## src/rtl/rvdec_pkg.sv

```systemverilog
// Package: shared encodings for the instruction decoder.
// Assumes a 32-bit instruction word with a 7-bit major opcode in [6:0].
package rvdec_pkg;
    localparam int ILEN   = 32;
    localparam int REG_AW = 5;
    localparam int OPC_W  = 7;

    localparam logic [OPC_W-1:0] OPC_OP     = 7'b0110011;
    localparam logic [OPC_W-1:0] OPC_OPIMM  = 7'b0010011;
    localparam logic [OPC_W-1:0] OPC_LOAD   = 7'b0000011;
    localparam logic [OPC_W-1:0] OPC_STORE  = 7'b0100011;
    localparam logic [OPC_W-1:0] OPC_BRANCH = 7'b1100011;
    localparam logic [OPC_W-1:0] OPC_JAL    = 7'b1101111;
    localparam logic [OPC_W-1:0] OPC_JALR   = 7'b1100111;
    localparam logic [OPC_W-1:0] OPC_LUI    = 7'b0110111;
    localparam logic [OPC_W-1:0] OPC_AUIPC  = 7'b0010111;

    typedef enum logic [3:0] {
        ALU_ADD = 4'd0,  ALU_SUB = 4'd1,  ALU_SLL = 4'd2,  ALU_SLT = 4'd3,
        ALU_SLTU = 4'd4, ALU_XOR = 4'd5,  ALU_SRL = 4'd6,  ALU_SRA = 4'd7,
        ALU_OR = 4'd8,   ALU_AND = 4'd9,  ALU_EQ = 4'd10,  ALU_NE = 4'd11,
        ALU_GE = 4'd12,  ALU_GEU = 4'd13, ALU_PASSB = 4'd14
    } alu_op_e;

    typedef enum logic [1:0] {
        WB_ALU = 2'd0, WB_MEM = 2'd1, WB_PC4 = 2'd2
    } wb_sel_e;

    typedef enum logic [2:0] {
        FMT_NONE, FMT_I, FMT_S, FMT_B, FMT_U, FMT_J
    } imm_fmt_e;

    typedef struct packed {
        logic     reg_wr;
        logic     mem_rd;
        logic     mem_wr;
        logic     opb_imm;
        logic     opa_pc;
        logic     branch;
        logic     jump;
        logic     jump_reg;
        wb_sel_e  wb_sel;
        imm_fmt_e fmt;
    } ctrl_t;
endpackage

```

## src/rtl/rvdec_imm_gen.sv

```systemverilog
// Immediate generator: gathers the scattered immediate bits of the chosen
// format and extends them to XLEN. Assumes XLEN >= 32; FMT_NONE gives zero.
module rvdec_imm_gen
    import rvdec_pkg::*;
#(
    parameter int XLEN = 32
) (
    input  logic [ILEN-1:0] instr_i,
    input  imm_fmt_e        fmt_i,
    output logic [XLEN-1:0] imm_o
);
    localparam int EXT_I = XLEN - 12;
    localparam int EXT_B = XLEN - 13;
    localparam int EXT_J = XLEN - 21;
    localparam int EXT_U = XLEN - 32;

    logic sgn;
    assign sgn = instr_i[ILEN-1];

    // Select and extend the immediate for the decoded format.
    always_comb begin
        unique case (fmt_i)
            FMT_I:   imm_o = {{EXT_I{sgn}}, instr_i[31:20]};
            FMT_S:   imm_o = {{EXT_I{sgn}}, instr_i[31:25], instr_i[11:7]};
            FMT_B:   imm_o = {{EXT_B{sgn}}, instr_i[31], instr_i[7],
                              instr_i[30:25], instr_i[11:8], 1'b0};
            FMT_J:   imm_o = {{EXT_J{sgn}}, instr_i[31], instr_i[19:12],
                              instr_i[20], instr_i[30:21], 1'b0};
            FMT_U:   imm_o = XLEN'({{EXT_U{sgn}}, instr_i[31:12], 12'b0});
            default: imm_o = '0;
        endcase
    end

    // Upper-immediate output keeps its low twelve bits clear.
    always_comb begin
        a_r5_upper_low_zero: assert (fmt_i != FMT_U || imm_o[11:0] == 12'b0)
            else $error("upper immediate has nonzero low bits");
    end
endmodule

```

## src/rtl/rvdec_ctrl.sv

```systemverilog
// Main control: turns opcode and funct3 into the strobe bundle and the
// immediate format. Assumes the caller drives all strobes low for any
// word it cannot decode, which this module guarantees with its default.
module rvdec_ctrl
    import rvdec_pkg::*;
(
    input  logic [OPC_W-1:0] opcode_i,
    input  logic [2:0]       funct3_i,
    output ctrl_t            ctrl_o
);
    // Decode the control bundle; unknown words keep the all-zero default.
    always_comb begin
        ctrl_o = '{reg_wr: 1'b0, mem_rd: 1'b0, mem_wr: 1'b0, opb_imm: 1'b0,
                   opa_pc: 1'b0, branch: 1'b0, jump: 1'b0, jump_reg: 1'b0,
                   wb_sel: WB_ALU, fmt: FMT_NONE};
        unique case (opcode_i)
            OPC_OP: ctrl_o.reg_wr = 1'b1;
            OPC_OPIMM: begin
                ctrl_o.reg_wr  = 1'b1;
                ctrl_o.opb_imm = 1'b1;
                ctrl_o.fmt     = FMT_I;
            end
            OPC_LOAD: if (funct3_i == 3'b010) begin
                ctrl_o.reg_wr  = 1'b1;
                ctrl_o.mem_rd  = 1'b1;
                ctrl_o.opb_imm = 1'b1;
                ctrl_o.wb_sel  = WB_MEM;
                ctrl_o.fmt     = FMT_I;
            end
            OPC_STORE: if (funct3_i == 3'b010) begin
                ctrl_o.mem_wr  = 1'b1;
                ctrl_o.opb_imm = 1'b1;
                ctrl_o.fmt     = FMT_S;
            end
            OPC_BRANCH: if (funct3_i[2:1] != 2'b01) begin
                ctrl_o.branch = 1'b1;
                ctrl_o.fmt    = FMT_B;
            end
            OPC_JAL: begin
                ctrl_o.reg_wr  = 1'b1;
                ctrl_o.opa_pc  = 1'b1;
                ctrl_o.opb_imm = 1'b1;
                ctrl_o.jump    = 1'b1;
                ctrl_o.wb_sel  = WB_PC4;
                ctrl_o.fmt     = FMT_J;
            end
            OPC_JALR: if (funct3_i == 3'b000) begin
                ctrl_o.reg_wr   = 1'b1;
                ctrl_o.opb_imm  = 1'b1;
                ctrl_o.jump_reg = 1'b1;
                ctrl_o.wb_sel   = WB_PC4;
                ctrl_o.fmt      = FMT_I;
            end
            OPC_LUI, OPC_AUIPC: begin
                ctrl_o.reg_wr  = 1'b1;
                ctrl_o.opb_imm = 1'b1;
                ctrl_o.opa_pc  = (opcode_i == OPC_AUIPC);
                ctrl_o.fmt     = FMT_U;
            end
            default: ;
        endcase
    end

    // Strobes that must never coexist.
    always_comb begin
        a_r9_rd_wr_exclusive: assert (!(ctrl_o.mem_rd && ctrl_o.mem_wr))
            else $error("memory read and write together");
        a_r10_transfer_onehot: assert ($onehot0({ctrl_o.branch, ctrl_o.jump, ctrl_o.jump_reg}))
            else $error("more than one control transfer");
        a_r10_branch_no_write: assert (!ctrl_o.branch || (!ctrl_o.reg_wr && !ctrl_o.mem_wr))
            else $error("branch writes state");
    end
endmodule

```

## src/rtl/rvdec_alu_sel.sv

```systemverilog
// ALU operation select: maps opcode, funct3 and instruction bit 30 to an
// ALU code. Bit 30 is honoured only where the format leaves it free of
// immediate bits. Assumes the caller gates unsupported words via control.
module rvdec_alu_sel
    import rvdec_pkg::*;
(
    input  logic [OPC_W-1:0] opcode_i,
    input  logic [2:0]       funct3_i,
    input  logic             bit30_i,
    output alu_op_e          alu_op_o
);
    // Shared funct3 mapping for the two arithmetic groups.
    function automatic alu_op_e arith_op(input logic [2:0] f3, input logic sub_ok,
                                         input logic b30);
        unique case (f3)
            3'b000:  arith_op = (sub_ok && b30) ? ALU_SUB : ALU_ADD;
            3'b001:  arith_op = ALU_SLL;
            3'b010:  arith_op = ALU_SLT;
            3'b011:  arith_op = ALU_SLTU;
            3'b100:  arith_op = ALU_XOR;
            3'b101:  arith_op = b30 ? ALU_SRA : ALU_SRL;
            3'b110:  arith_op = ALU_OR;
            default: arith_op = ALU_AND;
        endcase
    endfunction

    // Pick the ALU code per opcode group.
    always_comb begin
        alu_op_o = ALU_ADD;
        unique case (opcode_i)
            OPC_OP:    alu_op_o = arith_op(funct3_i, 1'b1, bit30_i);
            OPC_OPIMM: alu_op_o = arith_op(funct3_i, 1'b0, bit30_i);
            OPC_LUI:   alu_op_o = ALU_PASSB;
            OPC_BRANCH: begin
                unique case (funct3_i)
                    3'b000:  alu_op_o = ALU_EQ;
                    3'b001:  alu_op_o = ALU_NE;
                    3'b100:  alu_op_o = ALU_SLT;
                    3'b101:  alu_op_o = ALU_GE;
                    3'b110:  alu_op_o = ALU_SLTU;
                    3'b111:  alu_op_o = ALU_GEU;
                    default: alu_op_o = ALU_ADD;
                endcase
            end
            default: alu_op_o = ALU_ADD;
        endcase
    end

    // Subtract is reachable only from the register-register group.
    always_comb begin
        a_r8_sub_only_reg_reg: assert (alu_op_o != ALU_SUB || opcode_i == OPC_OP)
            else $error("subtract decoded outside register-register group");
    end
endmodule

```

## src/rtl/rvdec_top.sv

```systemverilog
// Top: combinational RV32I decoder. Splits out register fields, builds the
// immediate, picks the ALU code and the control strobes. Assumes a valid
// instruction word each cycle; it holds no state, so there is no reset.
module rvdec_top
    import rvdec_pkg::*;
#(
    parameter int XLEN = 32
) (
    input  logic [ILEN-1:0]   instr_i,
    output logic [REG_AW-1:0] rs1_idx_o,
    output logic [REG_AW-1:0] rs2_idx_o,
    output logic [REG_AW-1:0] rd_idx_o,
    output logic [XLEN-1:0]   imm_o,
    output logic [3:0]        alu_op_o,
    output logic              reg_wr_o,
    output logic              mem_rd_o,
    output logic              mem_wr_o,
    output logic              opb_imm_o,
    output logic              opa_pc_o,
    output logic [1:0]        wb_sel_o,
    output logic              branch_o,
    output logic              jump_o,
    output logic              jump_reg_o
);
    ctrl_t   ctrl;
    alu_op_e alu_op;

    assign rs1_idx_o = instr_i[19:15];
    assign rs2_idx_o = instr_i[24:20];
    assign rd_idx_o  = instr_i[11:7];

    rvdec_ctrl u_ctrl (
        .opcode_i (instr_i[OPC_W-1:0]),
        .funct3_i (instr_i[14:12]),
        .ctrl_o   (ctrl)
    );

    rvdec_alu_sel u_alu_sel (
        .opcode_i (instr_i[OPC_W-1:0]),
        .funct3_i (instr_i[14:12]),
        .bit30_i  (instr_i[30]),
        .alu_op_o (alu_op)
    );

    rvdec_imm_gen #(.XLEN(XLEN)) u_imm (
        .instr_i (instr_i),
        .fmt_i   (ctrl.fmt),
        .imm_o   (imm_o)
    );

    assign alu_op_o   = alu_op;
    assign reg_wr_o   = ctrl.reg_wr;
    assign mem_rd_o   = ctrl.mem_rd;
    assign mem_wr_o   = ctrl.mem_wr;
    assign opb_imm_o  = ctrl.opb_imm;
    assign opa_pc_o   = ctrl.opa_pc;
    assign wb_sel_o   = ctrl.wb_sel;
    assign branch_o   = ctrl.branch;
    assign jump_o     = ctrl.jump;
    assign jump_reg_o = ctrl.jump_reg;

    // Cross-module checks between control and immediate paths.
    always_comb begin
        a_r4_branch_even: assert (!branch_o || !imm_o[0])
            else $error("branch offset odd");
        a_r6_jump_even: assert (!jump_o || !imm_o[0])
            else $error("jump offset odd");
        a_r13_idle_no_imm: assert (reg_wr_o || mem_wr_o || branch_o || imm_o == '0)
            else $error("immediate on unrecognised word");
    end
endmodule

```

## config.mk

```make
export PLATFORM = sky130hd
export DESIGN_NAME = rvdec_top
export DESIGN_NICKNAME = d
export VERILOG_FILES = /design/src/rtl/rvdec_pkg.sv /design/src/rtl/rvdec_imm_gen.sv /design/src/rtl/rvdec_ctrl.sv /design/src/rtl/rvdec_alu_sel.sv /design/src/rtl/rvdec_top.sv
export SDC_FILE = /design/constraint.sdc
export NUM_CORES = 1
export LEC_CHECK = 0
export BUFFER_PORTS_ARGS = -buffer_cell sky130_fd_sc_hd__clkbuf_2
export CAP_MARGIN = 10
export CELL_PAD_IN_SITES_DETAIL_PLACEMENT = 2
export CELL_PAD_IN_SITES_GLOBAL_PLACEMENT = 2
export CORE_MARGIN = 2
export CORE_UTILIZATION = 19
export DETAILED_ROUTE_END_ITERATION = 6
export PLACE_DENSITY_LB_ADDON = 0.1
export SYNTH_ARGS = -nofsm -noshare
export SYNTH_HDL_FRONTEND = slang
export SYNTH_SLANG_ARGS = --single-unit
```

## constraint.sdc

```tcl
create_clock -name vclk -period 6.6
set_input_delay 1.98 -clock vclk [all_inputs]
set_output_delay 1.98 -clock vclk [all_outputs]
set_load 0.01 [all_outputs]
```

==> metrics.md, run 1 <==
| Metric | Value |
|---|---|
| Run status | `complete, no violations` |
| Vias in the first global route | `1399` |
| Sequential share of the synthesized area | `0%` |
| Netlist Area Pre-Place | `around 0.001 sq mm` |
| Tot GR Track Use | `~14%` |
| Die footprint | `slightly below 0.006 sq mm` |
| N_diodes | `0` |
| Layout cells sized above 1 | `51.1%` |
| Largest net degree at the start of global routing | `14` |
| Worst setup margin | `about 850 ps` |
| Crit share post-route | `~87%` |
| Layout fillers | `687` |
| Detailed Route WL | `~4500 um` |
| Initial drt markers | `18` |
| Nets@finish | `between 200 and 300` |
| Maxcap violations | `0` |
| Unrepaired setup endpoints after global routing | `no` |
| Setup_tns | `0 ps` |
| Seq Cell Count | `0` |
| Synth warnings | `0` |
| Slew @ Worst Pin | `a little over 500 ps` |
| Max VDD drop | `0.0140 mV` |
| Static Leak | `between 0.8 and 0.9 nW` |
| CP max FO | `13` |
| Area grow syn2layout | `35.6%` |
| Post-Syn Area per Cell | `roughly 6.4 sq um` |
| Routed via count | `1346` |
| Final-layout clock buffer total | `0` |
| Final hold violation count | `0` |
| Port bufs | `93` |
| Dpl cells | `between 200 and 300` |
| Global-route wire length before repair | `between 7000 and 8000 um` |
| Top Ports | `93` |
| Class of the most critical setup path | `input pin to output port` |
| # rows | `26` |
| Synthesized instance count | `157` |
| Die width | `77.0 um` |
| Slew HR | `between 60% and 70%` |
| Core area | `between 0.005 and 0.006 sq mm` |
| Multi-input gate area | `roughly 810 sq um` |
| Worst Path Required | `between 4000 and 5000 ps` |
| Routed wire length per instance | `15.5 um` |
| Hpwl dp | `roughly 4000 um` |
| Layout Utilization | `about a quarter` |
| Post-CTS Resized | `0` |
| Net Count, Synth | `around 190` |
| Hold bufs inserted after CTS | `0` |
| Arr. time, crit path | `3770 ps` |
| Hold Crit Class | `input pin to output port` |
| Register Area | `0 sq um` |
| # DRC | `0` |
| Vias per cell | `about 4.6` |
| Setup-failing EPs final | `0` |
| Synth cell types | `46` |
| Critical path capture point type | `output port` |
| Final Max Slew Viols | `0` |
| Setup bufs post-CTS | `0` |
| Grt ovf | `0` |
| Final ANT Viol Nets | `0` |
| Starting Density | `about a fifth` |
| Dpl ws | `between 800 and 900 ps` |
| Layout Cells excl Fill | `293` |
| Power Dens Cells | `39.6 mW/mm^2` |
| CP startpoint kind | `input pin` |
| Die H | `between 70 and 80 um` |
| Max Clk Rate | `around 170 MHz` |
| Initial antenna violation count | `0` |
| GPL Wtd Cong | `about 0.78` |
| Minimum clock period | `approximately 5700 ps` |
| First drt pass iteration count | `3` |
worst max-delay path, cell delays in order:
cell and delay (ps):
clkbuf_2 190, or3b_1 550, nor2b_4 190, o22a_4 240, a21o_1 340, nand2_1 140
clkbuf_2 140
cell usage after synthesis, types with 2 or more instances:
master,number,area [sq um]
nor3_1,2,10.0
mux2i_1,2,20.0
nand4_1,3,18.8
nand2_2,10,62.6
a21o_1,9,67.6
nor2_1,7,26.3
nand2_1,33,124
nand2b_1,3,18.8
a22oi_1,2,15.0
or2_2,3,18.8
nand3b_1,2,15.0
o21ai_1,5,25.0
nor2b_1,8,50.1
buf_4,17,128
and2_1,2,12.5
buf_6,3,33.8
a32o_1,2,20.0
clkbuf_1,3,11.3
nand3_1,5,25.0
buf_2,4,20.0
inv_1,3,11.3
o21ai_0,5,25.0
where the power goes:
part	switching (mW)	internal (mW)
Sequential	0	0
Clock	0	0
Combinational	0.0316	0.0228
layout make-up:
class,instances,area share [%]
tap,70,6.38
multi-input combinational,127,58.9
inverter,3,0.820
timing repair buffer,93,33.9
final timing paths:
check	depth (start not counted)	to	from	slack [ps]
min	2	rd_idx_o[4]	instr_i[11]	4160
max	7	imm_o[29]	instr_i[14]	850
cell usage in the layout, fill, tap and decap left out, drive strengths merged, types with 3 or more instances in the layout:
master  netlist  layout
clkbuf        3      93
nand2        43      43
o21ai        10      10
a21o          9       9
nor2b         9       9
nor2          7       7
nand3         5       5
nand4         3       3
or2           3       3
inv           3       3
nand2b        3       3
nor3          3       3
mux2i         3       3
a21oi         3       3
logic make-up (layout without fill, tap and decap cells):
kind of cell | after synthesis | after routing | share of synthesized area (%)
multiplexers | 3 | 3 | 4.20
buffers and inverters | 30 | 96 | 20.1
AND/OR/NAND/NOR | 89 | 89 | 49.3
AO/OA/AOI/OAI | 35 | 35 | 26.3
per-layer routing:
| layer | vias up | wire length [um] | global-route usage (%) | share of wire, % |
|---|---|---|---|---|
| met4 | 0 | 0 | 0 | 0 |
| met3 | 0 | 274 | 2.24 | 6.0 |
| met2 | 45 | 2360 | 28.7 | 52 |
| met5 | - | 0 | 0 | 0 |
| li1 | 659 | - | - | - |
| met1 | 642 | 1900 | 17.3 | 42 |
stage by stage:
stage	hold WS, ps	area, sq um	power [mW]
after global placement	4170	1370	0.0535
after global routing	4170	1370	0.0597
after floorplan	4050	1010	0.0361
final	4160	1370	0.0544
after detailed placement	4170	1370	0.0550
after CTS	4170	1370	0.0552
Note: power is estimated with default switching activity, not from simulation.
==> run 2, diff against run 1 <==
ABC_AREA = 1   (was default)
SLEW_MARGIN = 20   (was default)
SYNTH_HIERARCHICAL = 1   (was default)
==> run 2 against run 1 <==
Net effect: non-clock buffer count grew 2; combinational power up 4.2%; worst setup slack worse by 150 ps; final cell count rose by 35%; synthesized cell count is 57% higher; first-iteration DRC count decreased by 33%; clock-buffer cell count did not move; worst hold slack is essentially flat; critical path depth grew 6; sequential cell count stayed put.
==> metrics.md, run 2 <==
| Metric | Value |
|---|---|
| Run status | `complete, no violations` |
| XOR/XNOR Fraction of Synth Area | `0%` |
| Detailed Route WL | `just under 5000 um` |
| CP max FO | `13` |
| Core area | `approximately 0.0063 sq mm` |
| Worst setup margin | `slightly above 700 ps` |
| Port bufs | `93` |
| Max Clk Rate | `around 170 MHz` |
| Post-synthesis adder-cell area fraction | `0%` |
| Slew HR | `about half` |
| Arr. time, crit path | `3910 ps` |
| Synth cell types | `21` |
| Synthesized instance count | `approximately 250` |
| Final-layout clock buffer total | `0` |
| Hold bufs inserted after CTS | `0` |
| Post-Synth Simple-Gate Area | `about 64%` |
| Initial antenna violation count | `0` |
| Layout fillers | `between 800 and 900` |
| Largest net degree at the start of global routing | `20` |
| Internal Power | `0.0204 mW` |
| Area share of the largest cell type after synthesis | `between 20% and 30%` |
| Routed via count | `roughly 1.7k` |
| Routed wire length per instance | `approximately 12 um` |
| N_diodes | `0` |
| Net Count, Synth | `roughly 280` |
| Post-CTS Resized | `0` |
| Die H | `roughly 85 um` |
| Starting Density | `approximately a fifth` |
| Top Ports | `a little over 90` |
| Register Area | `0 sq um` |
| Synth area leader | `nand2_1` |
| Global-route wire length before repair | `between 8000 and 9000 um` |
| Busiest grt layer | `met2` |
| Setup_tns | `0 ps` |
| GPL Wtd Cong | `0.732` |
| Setup-failing EPs final | `0` |
| Synth warnings | `6` |
| Most frequent cells in the layout | `93 x clkbuf_2, 84 x nand2_1, 42 x inv_1, 31 x nand3_1, 21 x nor2_1` |
| Layout cells sized above 1 | `about 40%` |
| Post-Syn Area per Cell | `about 5.0 sq um` |
| Multi-input gate area | `between 800 and 900 sq um` |
| Unrepaired setup endpoints after global routing | `no` |
| Vias in the first global route | `1693` |
| Vias per cell | `about 4.4` |
| Met1 usage | `approximately 17%` |
| Hpwl dp | `~4100 um` |
| Max VDD drop | `approximately 0.015 mV` |
| Switching share of total power | `64.0%` |
| Final hold violation count | `0` |
| # DRC | `0` |
| Critical path capture point type | `output port` |
| Slew @ Worst Pin | `754 ps` |
| GR Layer Usage met3 | `1.87%` |
| First drt pass iteration count | `3` |
| Class of the most critical setup path | `input pin to output port` |
| Crit share post-route | `about nine tenths` |
| Commonest non-fill, non-tap cell in the layout | `clkbuf_2` |
| Die width | `roughly 85 um` |
| Clock power frac | `0%` |
| Largest family of logic cells by synthesized area | `simple AND/OR/NAND/NOR gates` |
| Synth cell count leaders | `84 x nand2_1, 42 x inv_1, 31 x nand3_1` |
| CP startpoint kind | `input pin` |
| Net Sw Power | `between 0.03 and 0.04 mW` |
| Grt met2 use | `between 20% and 30%` |
| Initial drt markers | `12` |
| Power Dens Cells | `about 35 mW/mm^2` |
| Compound-Gate Fraction of Synth Area | `4.97%` |
| Flop pwr share | `0%` |
| Die footprint | `around 0.0071 sq mm` |
| Grt ovf | `0` |
| Tot GR Track Use | `roughly an eighth` |
| Nets@finish | `approximately 350` |
| # rows | `29` |
| Static Leak | `about 1.2 nW` |
| Maxcap violations | `0` |
| Minimum clock period | `5890 ps` |
| Final Max Slew Viols | `0` |
| Netlist Area Pre-Place | `around 0.0012 sq mm` |
| Dpl ws | `between 600 and 700 ps` |
| Seq Cell Count | `0` |
| Comb pwr share | `100.0%` |
| Worst Path Required | `roughly 4600 ps` |
| Top-count cell post-synth | `nand2_1` |
| Final hold slack | `around 4200 ps` |
| Final ANT Viol Nets | `0` |
| Mux share of post-synthesis cell area | `0%` |
| Setup bufs post-CTS | `0` |
| Sequential share of the synthesized area | `0%` |
| Hold Crit Class | `input pin to output port` |
| Top cells by area, synth | `nand2_1 26%, inv_1 13%, nand3_1 13%` |
| Area grow syn2layout | `31.4%` |
[run 2: cells by family (layout without fill, tap and decap cells)]
group,count (synthesis),after routing
simple gates,165,165
buf+inv,73,145
compound gates,9,9
[run 2: cell type report]
type | count | area share, %
multi-input cells | 174 | 52.8
repair buffers | 95 | 29.7
inverters | 50 | 11.6
well taps | 77 | 5.95
[run 2: final timing paths]
path	start	to	slack, ps	cells after the start
max	instr_i[13]	imm_o[25]	710	13
min	instr_i[15]	rs1_idx_o[0]	4160	2
[run 2: power groups by stage]
stage	Sequential, mW	Clock, mW	Combinational [mW]
2_1_floorplan	0	0	0.0347
3_5_place_dp	0	0	0.0580
6_report	0	0	0.0567
3_3_place_gp	0	0	0.0572
5_1_grt	0	0	0.0643
4_1_cts	0	0	0.0583
[run 2: worst max-delay path, stage by stage]
cell and delay [ps]:
clkbuf_2 210, inv_1 140, nor3_2 70, inv_1 60, nor2_1 30, nand2_1 80, nand2_1 200, nor2_1 640
nand3_1 150, nand2_1 100, inv_1 40, nand2_1 50, clkbuf_2 140
[run 2: through the flow]
step | cells | power, mW | cell area (sq um) | utilization (%)
global route | 396 | 0.0643 | 1620 | 25.6
global placement | 396 | 0.0572 | 1620 | 25.6
finish | 396 | 0.0567 | 1620 | 25.6
detailed placement | 396 | 0.0580 | 1620 | 25.6
CTS | 396 | 0.0583 | 1620 | 25.6
floorplan | 247 | 0.0347 | 1230 | -
[run 2: metal layers]
metal	vias up	share of wire [%]
met5	-	0
met4	0	0
met3	0	6.8
met2	52	50
met1	806	43
li1	882	-
